[config.mk]
export PLATFORM = sky130hd
export DESIGN_NAME = twm_slave
export DESIGN_NICKNAME = d
export VERILOG_FILES = /design/src/rtl/twm_pkg.sv /design/src/rtl/twm_sync.sv /design/src/rtl/twm_addr_ctr.sv /design/src/rtl/twm_slave.sv
export SDC_FILE = /design/constraint.sdc
export NUM_CORES = 1
export LEC_CHECK = 0
export BUFFER_PORTS_ARGS = -buffer_cell sky130_fd_sc_hd__buf_4
export CAP_MARGIN = 10
export CORE_MARGIN = 3
export CORE_UTILIZATION = 34
export CTS_BUF_LIST = sky130_fd_sc_hd__clkbuf_4
export DETAILED_ROUTE_END_ITERATION = 7
export SYNTH_ARGS = -nofsm -noshare
export SYNTH_HDL_FRONTEND = slang
export SYNTH_HIERARCHICAL = 1
export SYNTH_SLANG_ARGS = --single-unit
[constraint.sdc]
create_clock -name clk -period 6.3 [get_ports clk]
set_input_delay 0.315 -clock clk [delete_from_list [all_inputs] [get_ports clk]]
set_output_delay 0.315 -clock clk [all_outputs]
set_load 0.01 [all_outputs]
[src/rtl/twm_pkg.sv]
package twm_pkg;

   typedef enum logic [2:0] {
      S_IDLE,
      S_CTRL,
      S_AHI,
      S_ALO,
      S_WDAT,
      S_RDAT
   } twm_state_e;

   localparam logic [3:0] TWM_TYPE_CODE = 4'b1010;

endpackage

[src/rtl/twm_sync.sv]
module twm_sync #(
   parameter int             WIDTH   = 2,
   parameter int             STAGES  = 2,
   parameter logic [WIDTH-1:0] RST_VAL = '1
) (
   input  logic             clk,
   input  logic             rst_n,
   input  logic [WIDTH-1:0] d_i,
   output logic [WIDTH-1:0] q_o
);

   if (STAGES < 2) begin : g_bad_stages
      $error("twm_sync needs at least two stages");
   end

   logic [STAGES-1:0][WIDTH-1:0] chain;

   always_ff @(posedge clk or negedge rst_n) begin
      if (!rst_n) chain <= {STAGES{RST_VAL}};
      else        chain <= {chain[STAGES-2:0], d_i};
   end

   assign q_o = chain[STAGES-1];

endmodule

[src/rtl/twm_addr_ctr.sv]
module twm_addr_ctr #(
   parameter int AW = 12
) (
   input  logic          clk,
   input  logic          rst_n,
   input  logic          load_i,
   input  logic [AW-1:0] load_val_i,
   input  logic          inc_i,
   output logic [AW-1:0] addr_o
);

   always_ff @(posedge clk or negedge rst_n) begin
      if (!rst_n)      addr_o <= '0;
      else if (load_i) addr_o <= load_val_i;
      else if (inc_i)  addr_o <= addr_o + 1'b1;
   end

   // a step past the top of the space lands on zero
   assert_addr_step_R9: assert property (@(posedge clk) disable iff (!rst_n)
      inc_i && !load_i |=> addr_o == $past(addr_o) + 1'b1);

endmodule

[src/rtl/twm_slave.sv]
module twm_slave
   import twm_pkg::*;
#(
   parameter int         ADDR_W      = 12,
   parameter int         SYNC_STAGES = 2,
   parameter logic [3:0] DEV_TYPE    = TWM_TYPE_CODE
) (
   input  logic              clk,
   input  logic              rst_n,
   input  logic [2:0]        sel_i,
   input  logic              busy_i,
   input  logic              scl_i,
   input  logic              sda_i,
   output logic              sda_oe_o,
   output logic              mem_wr_o,
   output logic              mem_rd_o,
   output logic [ADDR_W-1:0] mem_addr_o,
   output logic [7:0]        mem_wdata_o,
   input  logic [7:0]        mem_rdata_i
);

   localparam int HI_W = ADDR_W - 8;

   if (ADDR_W < 9 || ADDR_W > 15) begin : g_bad_aw
      $error("twm_slave ADDR_W must lie in 9..15");
   end

   // line synchronisation and bus condition detection
   logic [1:0] bus_s;
   logic       scl_s, sda_s, scl_q, sda_q;
   logic       scl_rise, scl_fall, start_det, stop_det;

   twm_sync #(.WIDTH(2), .STAGES(SYNC_STAGES), .RST_VAL(2'b11)) u_sync (
      .clk  (clk),
      .rst_n(rst_n),
      .d_i  ({scl_i, sda_i}),
      .q_o  (bus_s)
   );

   assign scl_s = bus_s[1];
   assign sda_s = bus_s[0];

   always_ff @(posedge clk or negedge rst_n) begin
      if (!rst_n) begin
         scl_q <= 1'b1;
         sda_q <= 1'b1;
      end else begin
         scl_q <= scl_s;
         sda_q <= sda_s;
      end
   end

   assign scl_rise  = scl_s & ~scl_q;
   assign scl_fall  = ~scl_s & scl_q;
   assign start_det = scl_s & scl_q & sda_q & ~sda_s;
   assign stop_det  = scl_s & scl_q & ~sda_q & sda_s;

   // byte sequencer state
   twm_state_e      state;
   logic [3:0]      bit_cnt;
   logic [7:0]      rx_sh, tx_sh;
   logic            ack_ph, mack_ph, next_read, rd_d, op_d, addr_ld;
   logic [HI_W-1:0] hi_q;
   logic            byte_ok;

   always_comb begin
      unique case (state)
         S_CTRL:         byte_ok = (rx_sh[7:4] == DEV_TYPE) && (rx_sh[3:1] == sel_i);
         S_AHI:          byte_ok = (rx_sh[7:HI_W] == '0);
         S_ALO, S_WDAT:  byte_ok = 1'b1;
         default:        byte_ok = 1'b0;
      endcase
      byte_ok = byte_ok & ~busy_i;
   end

   always_ff @(posedge clk or negedge rst_n) begin
      if (!rst_n) begin
         state       <= S_IDLE;
         bit_cnt     <= '0;
         rx_sh       <= '0;
         tx_sh       <= '0;
         ack_ph      <= 1'b0;
         mack_ph     <= 1'b0;
         next_read   <= 1'b0;
         hi_q        <= '0;
         sda_oe_o    <= 1'b0;
         mem_wr_o    <= 1'b0;
         mem_rd_o    <= 1'b0;
         mem_wdata_o <= '0;
         rd_d        <= 1'b0;
         op_d        <= 1'b0;
         addr_ld     <= 1'b0;
      end else begin
         mem_wr_o <= 1'b0;
         mem_rd_o <= 1'b0;
         addr_ld  <= 1'b0;
         rd_d     <= mem_rd_o;
         op_d     <= mem_rd_o | mem_wr_o;
         if (rd_d) tx_sh <= mem_rdata_i;

         if (start_det || stop_det) begin
            state     <= start_det ? S_CTRL : S_IDLE;
            bit_cnt   <= '0;
            ack_ph    <= 1'b0;
            mack_ph   <= 1'b0;
            next_read <= 1'b0;
            sda_oe_o  <= 1'b0;
         end else if (state == S_RDAT) begin
            if (scl_rise) begin
               if (mack_ph) begin
                  if (sda_s) state    <= S_IDLE;
                  else       mem_rd_o <= 1'b1;
               end else begin
                  bit_cnt <= bit_cnt + 4'd1;
               end
            end else if (scl_fall) begin
               if (mack_ph) begin
                  mack_ph  <= 1'b0;
                  bit_cnt  <= '0;
                  sda_oe_o <= ~tx_sh[7];
               end else if (bit_cnt == 4'd8) begin
                  sda_oe_o <= 1'b0;
                  mack_ph  <= 1'b1;
               end else begin
                  tx_sh    <= {tx_sh[6:0], 1'b0};
                  sda_oe_o <= ~tx_sh[6];
               end
            end
         end else if (state != S_IDLE) begin
            if (scl_rise && !ack_ph) begin
               rx_sh   <= {rx_sh[6:0], sda_s};
               bit_cnt <= bit_cnt + 4'd1;
            end else if (scl_fall) begin
               if (ack_ph) begin
                  ack_ph  <= 1'b0;
                  bit_cnt <= '0;
                  if (next_read) begin
                     state    <= S_RDAT;
                     sda_oe_o <= ~tx_sh[7];
                  end else begin
                     sda_oe_o <= 1'b0;
                  end
               end else if (bit_cnt == 4'd8) begin
                  if (byte_ok) begin
                     ack_ph   <= 1'b1;
                     sda_oe_o <= 1'b1;
                     unique case (state)
                        S_CTRL: begin
                           if (rx_sh[0]) begin
                              next_read <= 1'b1;
                              mem_rd_o  <= 1'b1;
                           end else begin
                              state <= S_AHI;
                           end
                        end
                        S_AHI: begin
                           hi_q  <= rx_sh[HI_W-1:0];
                           state <= S_ALO;
                        end
                        S_ALO: begin
                           addr_ld <= 1'b1;
                           state   <= S_WDAT;
                        end
                        default: begin
                           mem_wr_o    <= 1'b1;
                           mem_wdata_o <= rx_sh;
                        end
                     endcase
                  end else begin
                     state <= S_IDLE;
                  end
               end
            end
         end
      end
   end

   twm_addr_ctr #(.AW(ADDR_W)) u_addr (
      .clk       (clk),
      .rst_n     (rst_n),
      .load_i    (addr_ld),
      .load_val_i({hi_q, rx_sh}),
      .inc_i     (op_d),
      .addr_o    (mem_addr_o)
   );

   // an acknowledge only starts when busy was low at the decision
   assert_no_ack_busy_R6: assert property (@(posedge clk) disable iff (!rst_n)
      $rose(ack_ph) |-> $past(!busy_i));

   // a STOP leaves the data line released
   assert_stop_release_R1: assert property (@(posedge clk) disable iff (!rst_n)
      stop_det |=> !sda_oe_o);

   // never a read and a write strobe in the same cycle
   assert_ops_exclusive_R11: assert property (@(posedge clk) disable iff (!rst_n)
      !(mem_wr_o && mem_rd_o));

   // each write strobe lasts one cycle
   assert_wr_pulse_R5: assert property (@(posedge clk) disable iff (!rst_n)
      mem_wr_o |=> !mem_wr_o);

   // while waiting for the master acknowledge the line is free
   assert_mack_free_R8: assert property (@(posedge clk) disable iff (!rst_n)
      mack_ph && scl_rise |-> !sda_oe_o);

endmodule

==> results.json, run 1 <==
{
  "final.setup.tns_ps": 0,
  "die_x_um": 104.9,
  "critical_path_class": "register to register",
  "cts.sinks": 62,
  "hold_viol": 0,
  "num_rows": 35,
  "grtUsageTotal_pct": 13.36,
  "peakVddDrop_mv": 0.1143,
  "cap_violations": 0,
  "path_clk_slew_ps": 100,
  "r2r-end": "mem_wdata_o[0]",
  "first_pass_iters": 4,
  "ys_seq_area_share_pct": 46.84,
  "cp.buffers_inverters": 0,
  "root_buffer": "clkbuf_4",
  "status": "finished, final reports clean",
  "pwr-share-clk_pct": 33.7,
  "hold_ws_ps": 165.1,
  "p_comb_share_pct": 12.5,
  "ys_warn_count": 6,
  "period_share_pct": 38.74,
  "synth_area_leader_cell": "dfrtp_1",
  "synth.avg_cell_area_sq_um": 10.70,
  "period_needed_ps": 2441,
  "rsz0062_at_grt": "no",
  "final_layout_size_suffix_gt1_share_pct": 26.21,
  "p_per_area_mw_per_mm2": 243.2,
  "slowest_delay_ps": 700,
  "utilization_pct": 41.27,
  "cts_tree": "done",
  "worstHoldPathType": "input port to register",
  "place_area_sq_mm": 0.003671,
  "syn_inst": 311,
  "vias": 2460,
  "ant_nets": 0,
  "worst_slew_pin_slew_ps": 789.9,
  "worst_slack_ps": 3859,
  "netlist.area_leader.share_pct": 42.11,
  "cp_top_family": "simple AND/OR/NAND/NOR gates",
  "finalSetupViolCount": 0,
  "grt_max_degree": 63,
  "area_growth_syn_to_layout_pct": 16.20,
  "place_congestion": 0.8080,
  "crit_path_end": "mem_wdata_o[0]",
  "slew_headroom_pct": 47.34,
  "path_cells": "and4b_1 > nand4_2 > a2111oi_4 > nand4b_4 > mux2_4",
  "viasPerCell": 5.114,
  "grt_pass1_vias": 2391,
  "wl_per_cell_um": 14.73,
  "wl_um": 7083,
  "synth_edf_count": 0,
  "p_sw_share_pct": 28.94,
  "io_buffers": 38,
  "r2r_slack_ps": 3860,
  "cp.depth": 5,
  "final_area_sq_mm": 0.003867,
  "arrival_ps": 2730,
  "hpwl_um": 4967,
  "critPathLaunchType": "register",
  "core_area_sq_mm": 0.009371,
  "numCtsBuffers": 9,
  "slowest_stage": "dfrtp_1",
  "seq_power_share_pct": 53.8,
  "worstSetupStartpoint": "state[0]",
  "ys_top_cells_by_area": "dfrtp_1, dfstp_2, mux2_4",
  "dieArea_sq_mm": 0.01101,
  "yosysUniqueCellTypes": 64,
  "setup.worst_path.end_class": "register",
  "p_int_w": 0.0006684,
  "start_util_pct": 35.51,
  "synthFlopType": "dfrtp_1",
  "power_switching_w": 0.0002722,
  "clockBufferDepth": 2,
  "io_pins": 39,
  "synth_common_cells": "dfrtp_1, nand2_1, nor2_1, a21oi_1, inv_1",
  "r2r_cells": 5,
  "multi_input_area_sq_mm": 0.001609,
  "antenna_found_initial": 1,
  "dp_slack_ps": 3889,
  "gr-total-overflow": 0,
  "synth_most_common_cell": "dfrtp_1",
  "worstPathRequired_ps": 6590,
  "drtIter0Drc": 221,
  "synth-seq-cells": 62,
  "reg2reg_from": "state[0]",
  "seqCellArea_sq_mm": 0.001559,
  "crit_path_max_fanout": 17,
  "n_fill_cell": 928,
  "clock.fmax_ghz": 0.4097,
  "netlist_area_sq_mm": 0.003328,
  "grt_pass1_wl_um": 11830,
  "cts_htree_levels": 3,
  "insertion_delay_ps": 410,
  "fin_nets": 368,
  "p_leak_nw": 1.774,
  "die_h_um": 104.9,
  "drv_slew": 0,
  "drc_errors": 0,
  "finalClockSkew_ps": 16.80,
  "synthArstFlopShare_pct": 100.0,
  "synth_nets": 333
}
-- sequential cells by signal, indices dropped and copies added, names as in the netlist, 2 cells and up --
| signal | cells |
|---|---|
| u_sync/chain | 2 |
| u_sync/q_o | 2 |
| hi_q | 4 |
| mem_wdata_o | 8 |
| tx_sh | 8 |
| u_addr/addr_o | 12 |
| state | 3 |
| rx_sh | 8 |
| bit_cnt | 4 |
-- tightest hold or removal path: stages --
cell and delay (ps):
buf_4 80, mux2i_1 60, nor2_1 80
-- metal layers --
metal / part of all wire (%) / up-vias / wire length [um] / GRT usage, %
li1: - / 1207 / - / -
met1: 48 / 1189 / 3373 / 17.47
met2: 46 / 58 / 3273 / 20.99
met3: 4.9 / 6 / 344 / 4.015
met4: 1.3 / 0 / 92 / 4.686
met5: 0 / - / 0 / 0
-- power groups by stage --
stage	Sequential [W]	Combinational, W	Clock, W
after floorplan	0.000487	0.0000950	0
after global placement	0.000514	0.000115	0
after detailed placement	0.000514	0.000117	0
after CTS	0.000506	0.000119	0.000327
after global routing	0.000516	0.000134	0.000345
final	0.000506	0.000117	0.000317
-- per-stage QoR --
stage	total power, W	std cells
after CTS	0.0009524	480
after global routing	0.0009953	481
after detailed placement	0.0006312	461
final	0.0009406	481
after global placement	0.0006288	461
after floorplan	0.0005816	311
-- logic make-up (layout without fill, tap and decap cells) --
| kind of cell | after synthesis | in the layout | synth area share (%) |
|---|---|---|---|
| other cells | 0 | 1 | 0 |
| buf+inv | 32 | 72 | 4.812 |
| compound gates | 73 | 73 | 15.15 |
| fa+ha+maj | 6 | 6 | 2.256 |
| xor+xnor | 9 | 9 | 2.368 |
| mux | 30 | 30 | 10.71 |
| flops | 62 | 62 | 46.84 |
| simple gates | 99 | 99 | 17.86 |
-- timing repair --
item	CTS	global route
endpoints found under the hold margin	24	0
gates resized for setup	0	0
hold buffers	3	0
setup buffers	0	0
-- area by class of cell --
cell class / instances / share of cell area [%]
Clock buffer: 9 / 1.747
Multi-Input combinational cell: 217 / 41.60
Inverter: 15 / 1.456
Tap cell: 129 / 4.173
Sequential cell: 62 / 40.31
Timing Repair Buffer: 41 / 8.153
Clock inverter: 7 / 2.491
Antenna cell: 1 / 0.06470
-- cells in the final DEF, fill, tap and decap left out, drive strengths merged, types with 6 or more instances in the layout --
cell type,synthesis,layout
a21oi,16,16
a31oi,6,6
buf,9,38
clkbuf,8,9
dfrtp,56,56
dfstp,6,6
ha,6,6
inv,14,15
mux2,21,21
mux2i,9,9
nand2,20,20
nand3,10,10
nand4,6,6
nor2,20,20
o21ai,14,14
or4,6,6
-- worst min-delay path by stage --
stage | from | to | slack, ps | cells after the start
detailed placement | u_sync/chain[1] | u_sync/q_o[1] | 350 | 0
global placement | u_sync/chain[1] | u_sync/q_o[1] | 350 | 0
CTS | mem_rdata_i[0] | tx_sh[0] | 140 | 3
global route | mem_rdata_i[3] | tx_sh[3] | 160 | 3
floorplan | rst_n | ack_ph | 20 | 0
finish | mem_rdata_i[0] | tx_sh[0] | 170 | 3
Note: power is estimated with default switching activity, not from simulation.
==> inputs of run 2 (changes only) <==
clock period = 2.3 ns   (was 6.3 ns; I/O delays follow)
==> run 2 against run 1 <==
Effect of this change:
- largest cell class unchanged
- sequential share of layout area is 1.3 points lower
- critical endpoint is now tx_sh[5]
- sequential cell count unchanged
- largest power group unchanged
- clock skew fell by 4.5 ps
- count of clock-buffer cells in the layout unchanged
- routed wire length rose by 5.6%
- total power rose to 2.5 times the previous value
- sequential power rose to 2.7 times the previous value
==> results.json, run 2 (synthesized netlist as in run 1, its figures left out) <==
{
  "worstHoldPathType": "input port to register",
  "r2r_slack_ps": 110,
  "power_switching_w": 0.0007394,
  "peakVddDrop_mv": 0.2424,
  "p_leak_nw": 1.865,
  "numCtsBuffers": 9,
  "area_growth_syn_to_layout_pct": 20.00,
  "drv_slew": 0,
  "drtIter0Drc": 245,
  "hpwl_um": 5325,
  "cts.sinks": 62,
  "fin_nets": 391,
  "drc_errors": 0,
  "finalClockSkew_ps": 12.29,
  "final_layout_size_suffix_gt1_share_pct": 28.69,
  "final_cell_mix": "dfrtp_1, buf_4, nor2_1, nand2_1, a21oi_1",
  "worstPathRequired_ps": 2590,
  "min_to": "tx_sh[4]",
  "setup.worst_path.end_class": "register",
  "clockBufferDepth": 2,
  "seqCellArea_sq_mm": 0.001559,
  "final_cells": 503,
  "p_per_area_mw_per_mm2": 595.1,
  "finalSetupViolCount": 0,
  "r2r-end": "tx_sh[5]",
  "hold_viol": 0,
  "antenna_found_initial": 1,
  "final_common_cell": "dfrtp_1",
  "dp_slack_ps": 86.26,
  "grt_use_met3_pct": 4.385,
  "grt_pass1_vias": 2543,
  "grtUsageTotal_pct": 14.52,
  "grt_max_degree": 63,
  "worst_slew_pin_slew_ps": 779.8,
  "worst_slack_ps": 110.9,
  "p_int_w": 0.001637,
  "io_buffers": 38,
  "critical_path_class": "register to register",
  "critPathLaunchType": "register",
  "grt_use_met1_pct": 20.39,
  "die_x_um": 104.9,
  "place_area_sq_mm": 0.003791,
  "vias": 2597,
  "total_power_w": 0.002377,
  "n_fill_cell": 910,
  "hold_ws_ps": 20.11,
  "ant_nets": 0,
  "period_needed_ps": 2189,
  "seq_power_share_pct": 56.9,
  "status": "finished, final reports clean",
  "wl_per_cell_um": 14.87,
  "io_pins": 39,
  "crit_path_max_fanout": 15,
  "path_clk_slew_ps": 110,
  "multi_input_area_sq_mm": 0.001614,
  "core_area_sq_mm": 0.009371,
  "start_util_pct": 35.51,
  "regMostFlops": "u_addr/addr_o",
  "num_rows": 35,
  "cts_htree_levels": 3,
  "final_area_sq_mm": 0.003994,
  "busiest_layer": "met2",
  "largest_reg_flops": 12,
  "gr-total-overflow": 0,
  "dieArea_sq_mm": 0.01101,
  "grt_pass1_wl_um": 12910,
  "root_buffer": "clkbuf_4",
  "arrival_ps": 2480,
  "wl_um": 7482,
  "dp_cells": 477,
  "slew_headroom_pct": 48.01,
  "place_congestion": 0.8484,
  "period_share_pct": 95.18,
  "worstHoldPathCells": 3,
  "cap_violations": 0,
  "p_sw_share_pct": 31.11,
  "hold_start": "mem_rdata_i[4]",
  "grtUsageMet2_pct": 21.13,
  "die_h_um": 104.9,
  "insertion_delay_ps": 410,
  "cts_tree": "done",
  "viasPerCell": 5.163,
  "clock.fmax_ghz": 0.4568,
  "r2r_cells": 8,
  "p_comb_share_pct": 17.7,
  "reg2reg_from": "scl_q",
  "first_pass_iters": 4,
  "pwr-share-clk_pct": 25.4
}
==> run 2: cell count changes in the layout (fill, tap and decap cells not counted), sizes merged <==
cell	previous run	this run
buf	38	55
bufinv	2	0
clkinv	2	6
clkinvlp	3	1
dlygate4sd3	3	9
inv	15	14
==> run 2: how the worst max path moves through the flow <==
stage | startpoint | to | slack (ps) | cells after the start
2_1_floorplan | bit_cnt[0] | mem_wdata_o[0] | 110 | 8
3_3_place_gp | state[0] | mem_wdata_o[5] | 120 | 5
3_5_place_dp | state[0] | mem_wdata_o[2] | 90 | 5
4_1_cts | scl_q | bit_cnt[2] | 60 | 8
5_1_grt | bit_cnt[0] | mem_wdata_o[2] | -1 | 8
6_report | scl_q | tx_sh[5] | 110 | 8
==> run 2: critical path, cell delays in order (launching register included) <==
cell and delay, ps:
dfstp_2 560, inv_1 40, ha_1 180, buf_4 150
or3_1 380, or4_1 420, buf_4 200, nor2_1 100
a21oi_1 50
==> run 2: layer usage <==
metal  routed length, um  vias up
met2                3461       61
met3                 383        7
met4                 108        0
met5                   0        -
met1                3528     1271
li1                    -     1258
==> run 2: power groups by stage <==
stage	Sequential, W	Combinational [W]	Clock (W)
after floorplan	0.00133	0.000260	0
after global placement	0.00137	0.000399	0
after detailed placement	0.00137	0.000411	0
after CTS	0.00135	0.000424	0.000622
after global routing	0.00138	0.000480	0.000675
final	0.00135	0.000420	0.000603
==> run 2: through the flow <==
stage	setup TNS [ps]	util, %
global placement	0	40.45
floorplan	0	-
detailed placement	0	40.45
CTS	0	42.46
global route	-1.076	42.62
finish	0	42.62
==> run 2: layout make-up <==
type                            count  area share (%)
Clock buffer                        9           1.692
Tap cell                          129           4.041
Antenna cell                        1         0.06266
Sequential cell                    62           39.04
Inverter                           15           1.410
Multi-Input combinational cell    217           40.41
Timing Repair Buffer               64           12.59
Clock inverter                      6          0.7519
==> run 2: timing repair <==
item | 4_1_cts | 5_1_grt
endpoints found under the setup margin | 0 | 11
hold buffers | 9 | 0
endpoints found under the hold margin | 64 | 0
resized for setup | 0 | 1
buffers inserted | 0 | 1
